`config.mk`:
```
export PLATFORM = sky130hd
export DESIGN_NAME = sys_matmul
export DESIGN_NICKNAME = d
export VERILOG_FILES = /design/src/rtl/smm_pkg.sv /design/src/rtl/smm_delay.sv /design/src/rtl/smm_pe.sv /design/src/rtl/smm_ctrl.sv /design/src/rtl/sys_matmul.sv
export SDC_FILE = /design/constraint.sdc
export NUM_CORES = 2
export LEC_CHECK = 0
export ABC_AREA = 0
export ABC_CLOCK_PERIOD_IN_PS = 7100
export BUFFER_PORTS_ARGS = -buffer_cell sky130_fd_sc_hd__buf_2
export CAP_MARGIN = 5
export CORE_MARGIN = 3
export CORE_UTILIZATION = 40
export DETAILED_ROUTE_END_ITERATION = 8
export RECOVER_POWER = 100
export SYNTH_ARGS = -nofsm -noshare
export SYNTH_HDL_FRONTEND = slang
export SYNTH_SLANG_ARGS = --single-unit
```
`constraint.sdc`:
```
create_clock -name clk -period 7.1 [get_ports clk]
set_clock_uncertainty 0.15 [all_clocks]
set_input_delay 0 -clock clk [delete_from_list [all_inputs] [get_ports clk]]
set_output_delay 0 -clock clk [all_outputs]
set_load 0.1 [all_outputs]
```
`src/rtl/smm_pkg.sv`:
```
// Package: shared types and sizing helpers for the systolic matrix multiplier.
// Assumes: unsigned operands; accumulators sized so N full-scale products never wrap.
package smm_pkg;

    // Job sequencing phases of the controller.
    typedef enum logic [2:0] {
        ST_IDLE  = 3'd0,
        ST_LOAD  = 3'd1,
        ST_FLUSH = 3'd2,
        ST_DRAIN = 3'd3,
        ST_FIN   = 3'd4
    } smm_state_e;

    // Accumulator width: a DW x DW product needs 2*DW bits, and summing N of them
    // adds ceil(log2 N) bits.
    function automatic int acc_width(input int dw, input int n);
        return 2 * dw + $clog2(n);
    endfunction

endpackage

```
`src/rtl/smm_delay.sv`:
```
// Module: fixed-length register delay line, reset to zero.
// Used both for the per-lane edge skew and for the one-cell operand hops.
// Assumes: DEPTH >= 1; every stage shifts every cycle (no stall).
module smm_delay #(
    parameter int DW    = 8,
    parameter int DEPTH = 1
) (
    input  logic          clk,
    input  logic          rst_n,
    input  logic [DW-1:0] din,
    output logic [DW-1:0] dout
);

    logic [DW-1:0] stg [DEPTH];

    // Shift the chain by one stage per cycle; stage 0 takes the input.
    always_ff @(posedge clk) begin
        if (!rst_n) begin
            for (int k = 0; k < DEPTH; k++) begin
                stg[k] <= '0;
            end
        end else begin
            stg[0] <= din;
            for (int k = 1; k < DEPTH; k++) begin
                stg[k] <= stg[k-1];
            end
        end
    end

    assign dout = stg[DEPTH-1];

endmodule

```
`src/rtl/smm_pe.sv`:
```
// Module: one output-stationary cell of the grid.
// Multiplies the operand arriving from the west by the one arriving from the north
// and adds the product into a local accumulator. During readout the accumulator
// instead loads the value of the cell above it, forming a shift chain toward the
// bottom edge.
// Assumes: clr, shift_en and acc_en are never high together (the controller
// guarantees it); priority is clr, then shift, then accumulate.
module smm_pe #(
    parameter int DW = 8,
    parameter int AW = 18
) (
    input  logic          clk,
    input  logic          rst_n,
    input  logic          clr,
    input  logic          acc_en,
    input  logic          shift_en,
    input  logic [DW-1:0] a_in,
    input  logic [DW-1:0] b_in,
    input  logic [AW-1:0] acc_up,
    output logic [AW-1:0] acc
);

    logic [AW-1:0] prod;

    // Unsigned product widened to the accumulator width.
    always_comb begin
        prod = AW'(a_in) * AW'(b_in);
    end

    // Accumulator update: clear on start, shift during readout, else accumulate.
    always_ff @(posedge clk) begin
        if (!rst_n) begin
            acc <= '0;
        end else if (clr) begin
            acc <= '0;
        end else if (shift_en) begin
            acc <= acc_up;
        end else if (acc_en) begin
            acc <= acc + prod;
        end
    end

endmodule

```
`src/rtl/smm_ctrl.sv`:
```
// Module: job sequencer for the systolic multiplier.
// Phases: IDLE -> LOAD (N accepted beats) -> FLUSH (2N-1 zero cycles so the last
// beat reaches the far corner) -> DRAIN (N readout cycles) -> FIN (done pulse).
// Assumes: N >= 1. A start is honoured only in IDLE or FIN; elsewhere it is ignored.
module smm_ctrl
    import smm_pkg::*;
#(
    parameter int N = 4
) (
    input  logic clk,
    input  logic rst_n,
    input  logic start,
    input  logic in_valid,
    output logic take,
    output logic clr,
    output logic acc_en,
    output logic shift_en,
    output logic res_valid,
    output logic done
);

    localparam int CW = $clog2(2 * N);
    localparam logic [CW-1:0] LAST_BEAT  = CW'(N - 1);
    localparam logic [CW-1:0] LAST_FLUSH = CW'(2 * N - 2);
    localparam logic [CW-1:0] LAST_ROW   = CW'(N - 1);

    smm_state_e    state;
    logic [CW-1:0] cnt;
    logic          start_ok;

    // A start is only legal when no job occupies the grid.
    always_comb begin
        start_ok = start && ((state == ST_IDLE) || (state == ST_FIN));
    end

    // Phase register and shared phase counter.
    always_ff @(posedge clk) begin
        if (!rst_n) begin
            state <= ST_IDLE;
            cnt   <= '0;
        end else begin
            case (state)
                ST_IDLE: begin
                    cnt <= '0;
                    if (start_ok) begin
                        state <= ST_LOAD;
                    end
                end
                ST_LOAD: begin
                    if (in_valid) begin
                        if (cnt == LAST_BEAT) begin
                            state <= ST_FLUSH;
                            cnt   <= '0;
                        end else begin
                            cnt <= cnt + 1'b1;
                        end
                    end
                end
                ST_FLUSH: begin
                    if (cnt == LAST_FLUSH) begin
                        state <= ST_DRAIN;
                        cnt   <= '0;
                    end else begin
                        cnt <= cnt + 1'b1;
                    end
                end
                ST_DRAIN: begin
                    if (cnt == LAST_ROW) begin
                        state <= ST_FIN;
                        cnt   <= '0;
                    end else begin
                        cnt <= cnt + 1'b1;
                    end
                end
                ST_FIN: begin
                    cnt   <= '0;
                    state <= start_ok ? ST_LOAD : ST_IDLE;
                end
                default: begin
                    state <= ST_IDLE;
                    cnt   <= '0;
                end
            endcase
        end
    end

    // Phase decode into the grid's control strobes and the result flags.
    always_comb begin
        take      = (state == ST_LOAD) && in_valid;
        clr       = start_ok;
        acc_en    = (state == ST_LOAD) || (state == ST_FLUSH);
        shift_en  = (state == ST_DRAIN);
        res_valid = (state == ST_DRAIN);
        done      = (state == ST_FIN);
    end

endmodule

```
`src/rtl/sys_matmul.sv`:
```
// Module: top of the output-stationary systolic matrix multiplier.
// An N x N grid of smm_pe cells. Left-edge lane i is registered and delayed by
// i+1 cycles, and top-edge lane j by j+1 cycles. Operands then hop one cell per
// cycle east (A) and south (B), so cell (i,j) sees beat k in cycle k+i+j+1.
// Results shift out of the bottom row, one row per cycle.
// Assumes: unsigned operands; gated zeros enter whenever no beat is taken.
module sys_matmul
    import smm_pkg::*;
#(
    parameter  int N  = 4,
    parameter  int DW = 8,
    localparam int AW = acc_width(DW, N)
) (
    input  logic            clk,
    input  logic            rst_n,
    input  logic            start,
    input  logic            in_valid,
    input  logic [N*DW-1:0] a_col,
    input  logic [N*DW-1:0] b_row,
    output logic            res_valid,
    output logic [N*AW-1:0] res_row,
    output logic            done
);

    logic take, clr, acc_en, shift_en;

    logic [DW-1:0] a_edge [N];
    logic [DW-1:0] b_edge [N];
    logic [DW-1:0] a_h    [N][N];
    logic [DW-1:0] b_v    [N][N];
    logic [AW-1:0] acc_w  [N][N];

    smm_ctrl #(.N(N)) u_ctrl (
        .clk       (clk),
        .rst_n     (rst_n),
        .start     (start),
        .in_valid  (in_valid),
        .take      (take),
        .clr       (clr),
        .acc_en    (acc_en),
        .shift_en  (shift_en),
        .res_valid (res_valid),
        .done      (done)
    );

    for (genvar l = 0; l < N; l++) begin : g_edge
        // Zero padding: a lane carries data only when a beat is taken.
        always_comb begin
            a_edge[l] = take ? a_col[l*DW +: DW] : '0;
            b_edge[l] = take ? b_row[l*DW +: DW] : '0;
        end

        smm_delay #(.DW(DW), .DEPTH(l + 1)) u_skew_a (
            .clk   (clk),
            .rst_n (rst_n),
            .din   (a_edge[l]),
            .dout  (a_h[l][0])
        );

        smm_delay #(.DW(DW), .DEPTH(l + 1)) u_skew_b (
            .clk   (clk),
            .rst_n (rst_n),
            .din   (b_edge[l]),
            .dout  (b_v[0][l])
        );
    end

    for (genvar i = 0; i < N; i++) begin : g_row
        for (genvar j = 0; j < N; j++) begin : g_col
            logic [AW-1:0] up;

            if (j < N - 1) begin : g_east
                smm_delay #(.DW(DW), .DEPTH(1)) u_hop_a (
                    .clk   (clk),
                    .rst_n (rst_n),
                    .din   (a_h[i][j]),
                    .dout  (a_h[i][j+1])
                );
            end

            if (i < N - 1) begin : g_south
                smm_delay #(.DW(DW), .DEPTH(1)) u_hop_b (
                    .clk   (clk),
                    .rst_n (rst_n),
                    .din   (b_v[i][j]),
                    .dout  (b_v[i+1][j])
                );
            end

            if (i == 0) begin : g_top
                assign up = '0;
            end else begin : g_inner
                assign up = acc_w[i-1][j];
            end

            smm_pe #(.DW(DW), .AW(AW)) u_pe (
                .clk      (clk),
                .rst_n    (rst_n),
                .clr      (clr),
                .acc_en   (acc_en),
                .shift_en (shift_en),
                .a_in     (a_h[i][j]),
                .b_in     (b_v[i][j]),
                .acc_up   (up),
                .acc      (acc_w[i][j])
            );
        end
    end

    for (genvar j = 0; j < N; j++) begin : g_out
        assign res_row[j*AW +: AW] = acc_w[N-1][j];
    end

endmodule

```
Word-level counts from Yosys, hierarchy flattened. Memory sizes are Yosys's and may differ from the RTL's. Index checks and enable logic that the tools add are counted.

Register bits after elaboration: 294. RAM bits: 352. Bits of input ports: 68. Output and inout port bits: 74. Logic and storage cells: 263. Memories: 32.

Memory list: g_edge[3].u_skew_a.stg (depth 4, width 8, read ports 4, clocked after memory_dff 0, wr ports 4, line smm_delay.sv:14) `logic [DW-1:0] stg [DEPTH];`; g_edge[3].u_skew_b.stg (depth 4, width 8, read ports 4, clocked after memory_dff 0, wr ports 4, line smm_delay.sv:14); g_edge[2].u_skew_a.stg (depth 3, width 8, read ports 3, clocked after memory_dff 0, wr ports 3, line smm_delay.sv:14); g_edge[2].u_skew_b.stg (depth 3, width 8, read ports 3, clocked after memory_dff 0, wr ports 3, line smm_delay.sv:14); g_edge[1].u_skew_a.stg (depth 2, width 8, read ports 2, clocked after memory_dff 0, wr ports 2, line smm_delay.sv:14); g_edge[1].u_skew_b.stg (depth 2, width 8, read ports 2, clocked after memory_dff 0, wr ports 2, line smm_delay.sv:14); 26 more memories.

$add $sub $neg: 17. $mul: 16. Eq/ne operators: 11. Muxes and demuxes: 115. Bitwise gates (word level): 19. Reductions and logical operators: 35.

Operators with widths (number): $mux W18 (24); $mux W8 (52); $add A18 B16 Y18 (16); $mul A8 B8 Y16 (16); $reduce_or A8 Y1 (26); $mux W1 (29); $mux W3 (8); $or A1 B1 Y1 (18); $pmux W3 S5 (1); $eq A3 B2 Y1 const B (3); $pmux W3 S3 (1); $ne A2 B1 Y1 const B (4); $eq A3 B3 Y1 const B (2); $reduce_and A5 Y1 (1); $add A3 B1 Y3 const B (1); $eq A3 B1 Y1 const B (1); $logic_not A3 Y1 (1); $reduce_or A3 Y1 (1); $logic_and A1 B1 Y1 (2); $logic_or A1 B1 Y1 (2); $ne A2 B2 Y1 const B (1); $reduce_bool A2 Y1 (1); $reduce_or A2 Y1 (1); $not A1 Y1 (1).

Longest topological paths before layout.
Word-level depth: 5. Depth in mapped cells: 20. Mapped depth without buffers: 19.

By module. From an unflattened synthesis, not the netlist that was laid out.

Cell total of the unflattened synthesis: 7649. Area total of the unflattened synthesis: 66724.0 um^2.

Modules (own cells, without submodules): smm_pe (g_row[1].g_col[1].u_pe ...) (instances 7, cells an instance 410, area each 3439.5 um^2, sequential area each 360.3 um^2); smm_pe (g_row[0].g_col[0].u_pe ...) (instances 4, cells an instance 430, area each 3535.9 um^2, sequential area each 360.3 um^2); smm_pe (g_row[3].g_col[1].u_pe ...) (instances 2, cells an instance 450, area each 3621.0 um^2, sequential area each 360.3 um^2); smm_delay (g_edge[0].u_skew_a ...) (instances 26, cells an instance 16, area each 210.2 um^2, sequential area each 160.2 um^2); smm_pe (g_row[3].g_col[0].u_pe) (instances 1, cells an instance 444, area each 3575.9 um^2, sequential area each 360.3 um^2); smm_pe (g_row[1].g_col[0].u_pe) (instances 1, cells an instance 425, area each 3517.1 um^2, sequential area each 360.3 um^2); smm_pe (g_row[3].g_col[3].u_pe) (instances 1, cells an instance 421, area each 3474.6 um^2, sequential area each 360.3 um^2); smm_delay (g_edge[3].u_skew_a ...) (instances 2, cells an instance 67, area each 895.9 um^2, sequential area each 640.6 um^2); smm_delay (g_edge[2].u_skew_a ...) (instances 2, cells an instance 58, area each 735.7 um^2, sequential area each 480.5 um^2); smm_delay (g_edge[1].u_skew_a ...) (instances 2, cells an instance 41, area each 506.7 um^2, sequential area each 320.3 um^2); sys_matmul (instances 1, cells an instance 71, area each 514.2 um^2, sequential area each 0.0 um^2); smm_ctrl (instances 1, cells an instance 50, area each 437.9 um^2, sequential area each 120.1 um^2).

Worst setup path after synthesis. No wires, ideal clock.

Path type: reg-to-reg. From: register g_row[3].g_col[3].u_pe.acc[7]. To: register g_row[3].g_col[3].u_pe.acc[15]. Library setup time: 70 ps. Arrival time: 4975 ps. Data required time: 6880 ps. Slack: 1905 ps. Stages on the path, launching flop included: 18. Cells stage by stage: dfxtp_1 -> inv_1 -> fa_1 -> inv_1 -> fa_1 -> fa_1 -> inv_1 -> fa_1 -> inv_1 -> ha_1 -> a2111oi_0 -> o21ai_1 -> a311oi_2 -> o21bai_1 -> a21oi_1 -> xnor2_1 -> nand2_1 -> a21oi_1.

Cells in the longest elaborated chain, start to end: 3.

Ends and longest elaborated chain: from (decl) (line smm_pe.sv:20) `output logic [AW-1:0] acc`; from (signal assigned) (line smm_pe.sv:37) `acc <= acc_up;`; from (signal assigned) (line smm_pe.sv:39) `acc <= acc + prod;`; $add A18 B16 Y18 (line smm_pe.sv:39); $mux W18 (line smm_pe.sv:38) `end else if (acc_en) begin`; $mux W18 (line smm_pe.sv:36) `end else if (shift_en) begin`.

Every way passes these cells. The select of a mux whose other input is x is not followed. A chain may end at the register's enable or synchronous reset.

Worst setup path in the final report.
From: register u_ctrl.state[1]. To: output port res_valid.

Cells in the longest elaborated chain, start to end: 1.

Ends and longest elaborated chain: from (decl) (line smm_ctrl.sv:27) `smm_state_e state;`; from (signal assigned) (line smm_ctrl.sv:77) `state <= start_ok ? ST_LOAD : ST_IDLE;`; $eq A3 B2 Y1 (line smm_ctrl.sv:93) `res_valid = (state == ST_DRAIN);`; to (decl) (line sys_matmul.sv:20) `output logic res_valid,`.

Every way passes these cells.

==> results.txt <==
The flow ran to the end, but the final reports show violations. The final reports fail on max-capacitance violations, max-slew violations. The via count of the first global-routing pass was 50100; the clock-pin slew of the registers on the worst-case setup and hold paths was 60 ps. The post-synthesis to final-layout area growth was 11.6%; the area share of xor/xnor cells in the synthesized design was 2.50%.

Wire length per cell: 17.6 um. Headroom to the max-slew limit came out at -173%. In this design, the critical path's most frequently occurring cell is sky130_fd_sc_hd__clkbuf_1. Tracing the worst setup path back leads to its startpoint at u_ctrl.state[1].

The root buffer selected by CTS is sky130_fd_sc_hd__clkbuf_16. The final critical path takes up 84.2% of the cycle. The run gives 0 as the number of remaining DRC errors.

The share of synthesized area in the top cell type comes to 25.4%. The standard cell core area is 155000 sq um, and the worst path required time is 6950 ps. Using the TritonRoute via totals, the vias-per-cell ratio works out to 5.02. Summing all non-filler instances in the final layout gives an area of 70300 sq um.

The startpoint identified for the worst register-to-register timing path is u_ctrl.state[1]. For the worst-skew pair, the clock arrives at the later sink with an insertion delay of 710 ps. The combinational family with the most area after synthesis is adder cells. The die is 403 um tall.

The count of synthesis-stage warnings from yosys is 0. The tools report the post-synthesis sequential area ratio as 20.5%. The routed layout has 48400 vias. After global routing the overflow that remains totals 0.

During I/O placement, the number of pins put on the boundary was 142. The count of cells along the worst register-to-register path was 9. The maximum operating frequency came out at 167 MHz.

The highest-delay cell along the critical path is sky130_fd_sc_hd__clkbuf_1. Measured against the total synthesized area, the mux share comes to 0.256%. After layout, the worst setup slack is 1120 ps. The most used flip-flop cell after synthesis is sky130_fd_sc_hd__dfxtp_1. In this run, synthesis produced a sequential element count of 646.

TritonCTS built the clock tree. Number of library cell types mapped by synthesis: 84. Entering global routing, the biggest net connects 132 pins. Cells with a size suffix above 1 make up 3.20% of the layout. The H-tree was split into 3 levels.

For the worst slack at placement, the log shows 1870 ps. Biggest fanout along the worst timing path: 63. Sort of element at the end of the critical path: an output pin. The iteration count of the initial detailed-routing pass was 5. Summing every instance area after synthesis gives 62900 sq um. The count of buffers added on input and output ports is 141.

The logs give 0.896 for the final weighted congestion in routability-driven placement and 0 for the post-cts sizing count. The layout has 15300 filler cells. Final core utilization: 45.3%. The cell count after synthesis is 7307, and the total power divided by cell area is 175 nW/um^2. Counting along the longest clock path gives a buffer depth of 3.

Setup total negative slack on the finished layout was measured at 0 ps. Summed over all instances, the cell type with the most area after synthesis is sky130_fd_sc_hd__fa_1. After detailed routing, the total wire length is 169 mm. The final count of hold timing violations is 0, and the global-route total usage across every layer is 21.2%. The number of nets produced by synthesis is 8819, and the initial core utilization is 40.6%. The initial antenna violation count is 5, and the share of flip-flops with an asynchronous set or reset is 0%. The die covers 162000 sq um. Setup violations remaining at the end of the flow were counted as 0.

The die boundary width was 403 um; the number of inserted diodes was 0. The count of nets left with antenna violations once routing finished came out at 0. The final number of max-transition violations was 368. The minimum period implied by the final worst setup slack was 5980 ps; the instance area at placement was 65600 sq um.

Max-cap violations in this run came to 8. In this run the critical register-to-register path is captured at g_row[3].g_col[0].u_pe.acc[2]. The run gives 9027 as the number of nets in the final layout.

Summing internal, switching and leakage power gives 12.3 mW. The synthesized netlist devotes 10.2% of its cell area to compound gates. The initialized floorplan defines 144 standard-cell rows. The placed wire-length estimate was 129 mm; the slack of the worst reg-to-reg path was 1330 ps.

In this run the worst setup path terminates at res_valid. The average cell area after synthesis works out to 8.61 sq um. In the final layout, flip-flops and latches occupy 12900 sq um.

The share of synthesized cell area in full adder, half adder and majority cells came out at 38.2%. Setup repair after global routing left no endpoint under its margin. The synthesized design contains 0 enable-type register cells.

The run gives 646 as the clock sink total. The min-delay analysis places its worst path in the category primary input to register. The run gives 2303 as the DRC marker count from the first detailed-route iteration.

The measured slew at the worst slew-check pin came out at 4100 ps. The synthesized-area fraction occupied by and/or/nand/nor cells was 17.5%. The tools report the global-route wire length before repair as 277 mm. Data arrives at the worst endpoint at 5830 ps. The tools report the area of combinational cells with multiple inputs as 43200 sq um. CTS buffer count: 83. Category of the most critical setup path: register to output pin. The worst setup path is launched from a register.

By area the synthesized netlist is led by sky130_fd_sc_hd__fa_1 25%, sky130_fd_sc_hd__dfxtp_1 21%, sky130_fd_sc_hd__ha_1 13%, sky130_fd_sc_hd__inv_1 9.3%, sky130_fd_sc_hd__and2_1 9.2%. The critical path goes through inv_1 > nor2_1 > nand2_4 > inv_6 > clkbuf_1 > clkbuf_1. The largest voltage drop on the vdd net came out at 0.253 mV. The highest cell delay on the worst timing path came out at 2510 ps. The run gives 34.9 nW as the leakage power summed over all cells.
## registers in the layout, summed over array words and instances, names as in the netlist
name / count
g_row.g_col.u_pe.acc: 288
g_row.g_col.g_east.u_hop_a.stg: 96
g_row.g_col.g_south.u_hop_b.stg: 96
g_edge.u_skew_a.stg: 80
g_edge.u_skew_b.stg: 80
u_ctrl.cnt: 3
u_ctrl.state: 3
## cells in the mapped netlist, drive strengths merged (4+ instances only)
cell     number
inv        1555
xnor2       117
fa          800
a22oi        19
o22ai        21
buf          46
nand4        12
a21oi       438
nand3        41
o31ai        13
and2        925
nand2       814
and3         12
dfxtp       646
o21ai       149
or3          15
ha          644
mux2i        15
o21bai       25
a21o         78
o211ai       25
xor2         63
nand2b       25
o21a         38
a311oi        7
a2111oi      15
a2111o        4
o41ai         4
nor2b        23
nor2        253
a31oi        30
nor3         55
a211oi      102
o221ai       25
clkbuf      189
nor3b         6
## metrics by stage
step           cells  hold WS [ps]
6_report        9627           108
5_1_grt         9627           142
4_1_cts         9627          22.5
3_5_place_dp    9279          51.1
3_3_place_gp    9279          50.0
2_1_floorplan   7307         -28.3
## worst max-delay path: cells and delay by family (launching register included)
kind | cells | cell delay [ps]
flip-flops | 1 | 460
AND/OR/NAND/NOR | 2 | 530
buffers and inverters | 4 | 4060
## what timing repair did
action,in CTS,in global routing
setup endpoints to repair,0,0
hold buffers,195,0
setup buffers,0,0
hold endpoints to repair,119,0
## cell usage in the layout (no fill, tap or decap), types with 13 or more instances in the layout
cell type,synthesis,final
sky130_fd_sc_hd__dlygate4sd3_1,0,195
sky130_fd_sc_hd__nand2_1,814,811
sky130_fd_sc_hd__nand2b_1,25,25
sky130_fd_sc_hd__o221ai_1,25,25
sky130_fd_sc_hd__o31ai_1,12,13
sky130_fd_sc_hd__and2_0,1,199
sky130_fd_sc_hd__nor3_1,55,55
sky130_fd_sc_hd__a21o_1,78,78
sky130_fd_sc_hd__nor2_1,252,251
sky130_fd_sc_hd__buf_2,25,66
sky130_fd_sc_hd__o21a_1,38,38
sky130_fd_sc_hd__xor2_1,63,63
sky130_fd_sc_hd__a31oi_1,30,30
sky130_fd_sc_hd__a21oi_1,438,438
sky130_fd_sc_hd__fa_1,800,800
sky130_fd_sc_hd__clkbuf_16,0,83
sky130_fd_sc_hd__clkbuf_8,0,22
sky130_fd_sc_hd__nor2b_1,23,23
sky130_fd_sc_hd__clkbuf_1,189,88
sky130_fd_sc_hd__and2_1,924,725
sky130_fd_sc_hd__xnor2_1,117,117
sky130_fd_sc_hd__o21bai_1,25,25
sky130_fd_sc_hd__a22oi_1,19,19
sky130_fd_sc_hd__a211oi_1,102,102
sky130_fd_sc_hd__o21ai_0,119,139
sky130_fd_sc_hd__or3_1,15,15
sky130_fd_sc_hd__dfxtp_1,646,646
sky130_fd_sc_hd__mux2i_1,15,15
sky130_fd_sc_hd__o211ai_1,25,25
sky130_fd_sc_hd__ha_1,644,644
sky130_fd_sc_hd__nand3_1,41,41
sky130_fd_sc_hd__o22ai_1,21,21
sky130_fd_sc_hd__inv_1,1553,1553
## cell type report
type | count | area share (%)
Clock inverter | 40 | 0.739
Timing Repair Buffer | 358 | 3.94
Tap cell | 2044 | 3.64
Sequential cell | 646 | 18.4
Multi-Input combinational cell | 4871 | 61.5
Inverter | 1555 | 8.31
Clock buffer | 113 | 3.42
## how the worst min path moves through the flow
stage,start,cells after the start,end,slack (ps)
final,start,4,u_ctrl.state[2],110
after global routing,start,4,u_ctrl.state[2],140
after CTS,start,4,u_ctrl.state[2],20
after detailed placement,a_col[13],2,g_edge[1].u_skew_a.stg[0][5],50
after global placement,a_col[14],2,g_edge[1].u_skew_a.stg[0][6],50
after floorplan,a_col[0],1,g_edge[0].u_skew_a.stg[0][0],-30
## cell families after synthesis
kind of cell	after synthesis
xor gates and xnor gates	180
muxes	16
DFF	646
and+or+nand+nor	2202
adders and majority gates	1444
AOI/OAI and AO/OA	1029
buffers and inverters	1790
## power breakdown
group	total, mW	internal, mW	switching [mW]
Clock	4.53	2.69	1.84
Sequential	4.21	3.87	0.341
Combinational	3.58	0.945	2.64
Total	12.3	7.50	4.82
## metal layers
metal  track usage (%)  part of all wire, %  up-vias
met2              35.3                   47     1010
li1                  -                    -    23100
met3              2.90                  4.9      233
met5                 0                    0        -
met4              5.69                  2.9        0
met1              29.0                   45    24100
Note: power is estimated with default switching activity, not from simulation.
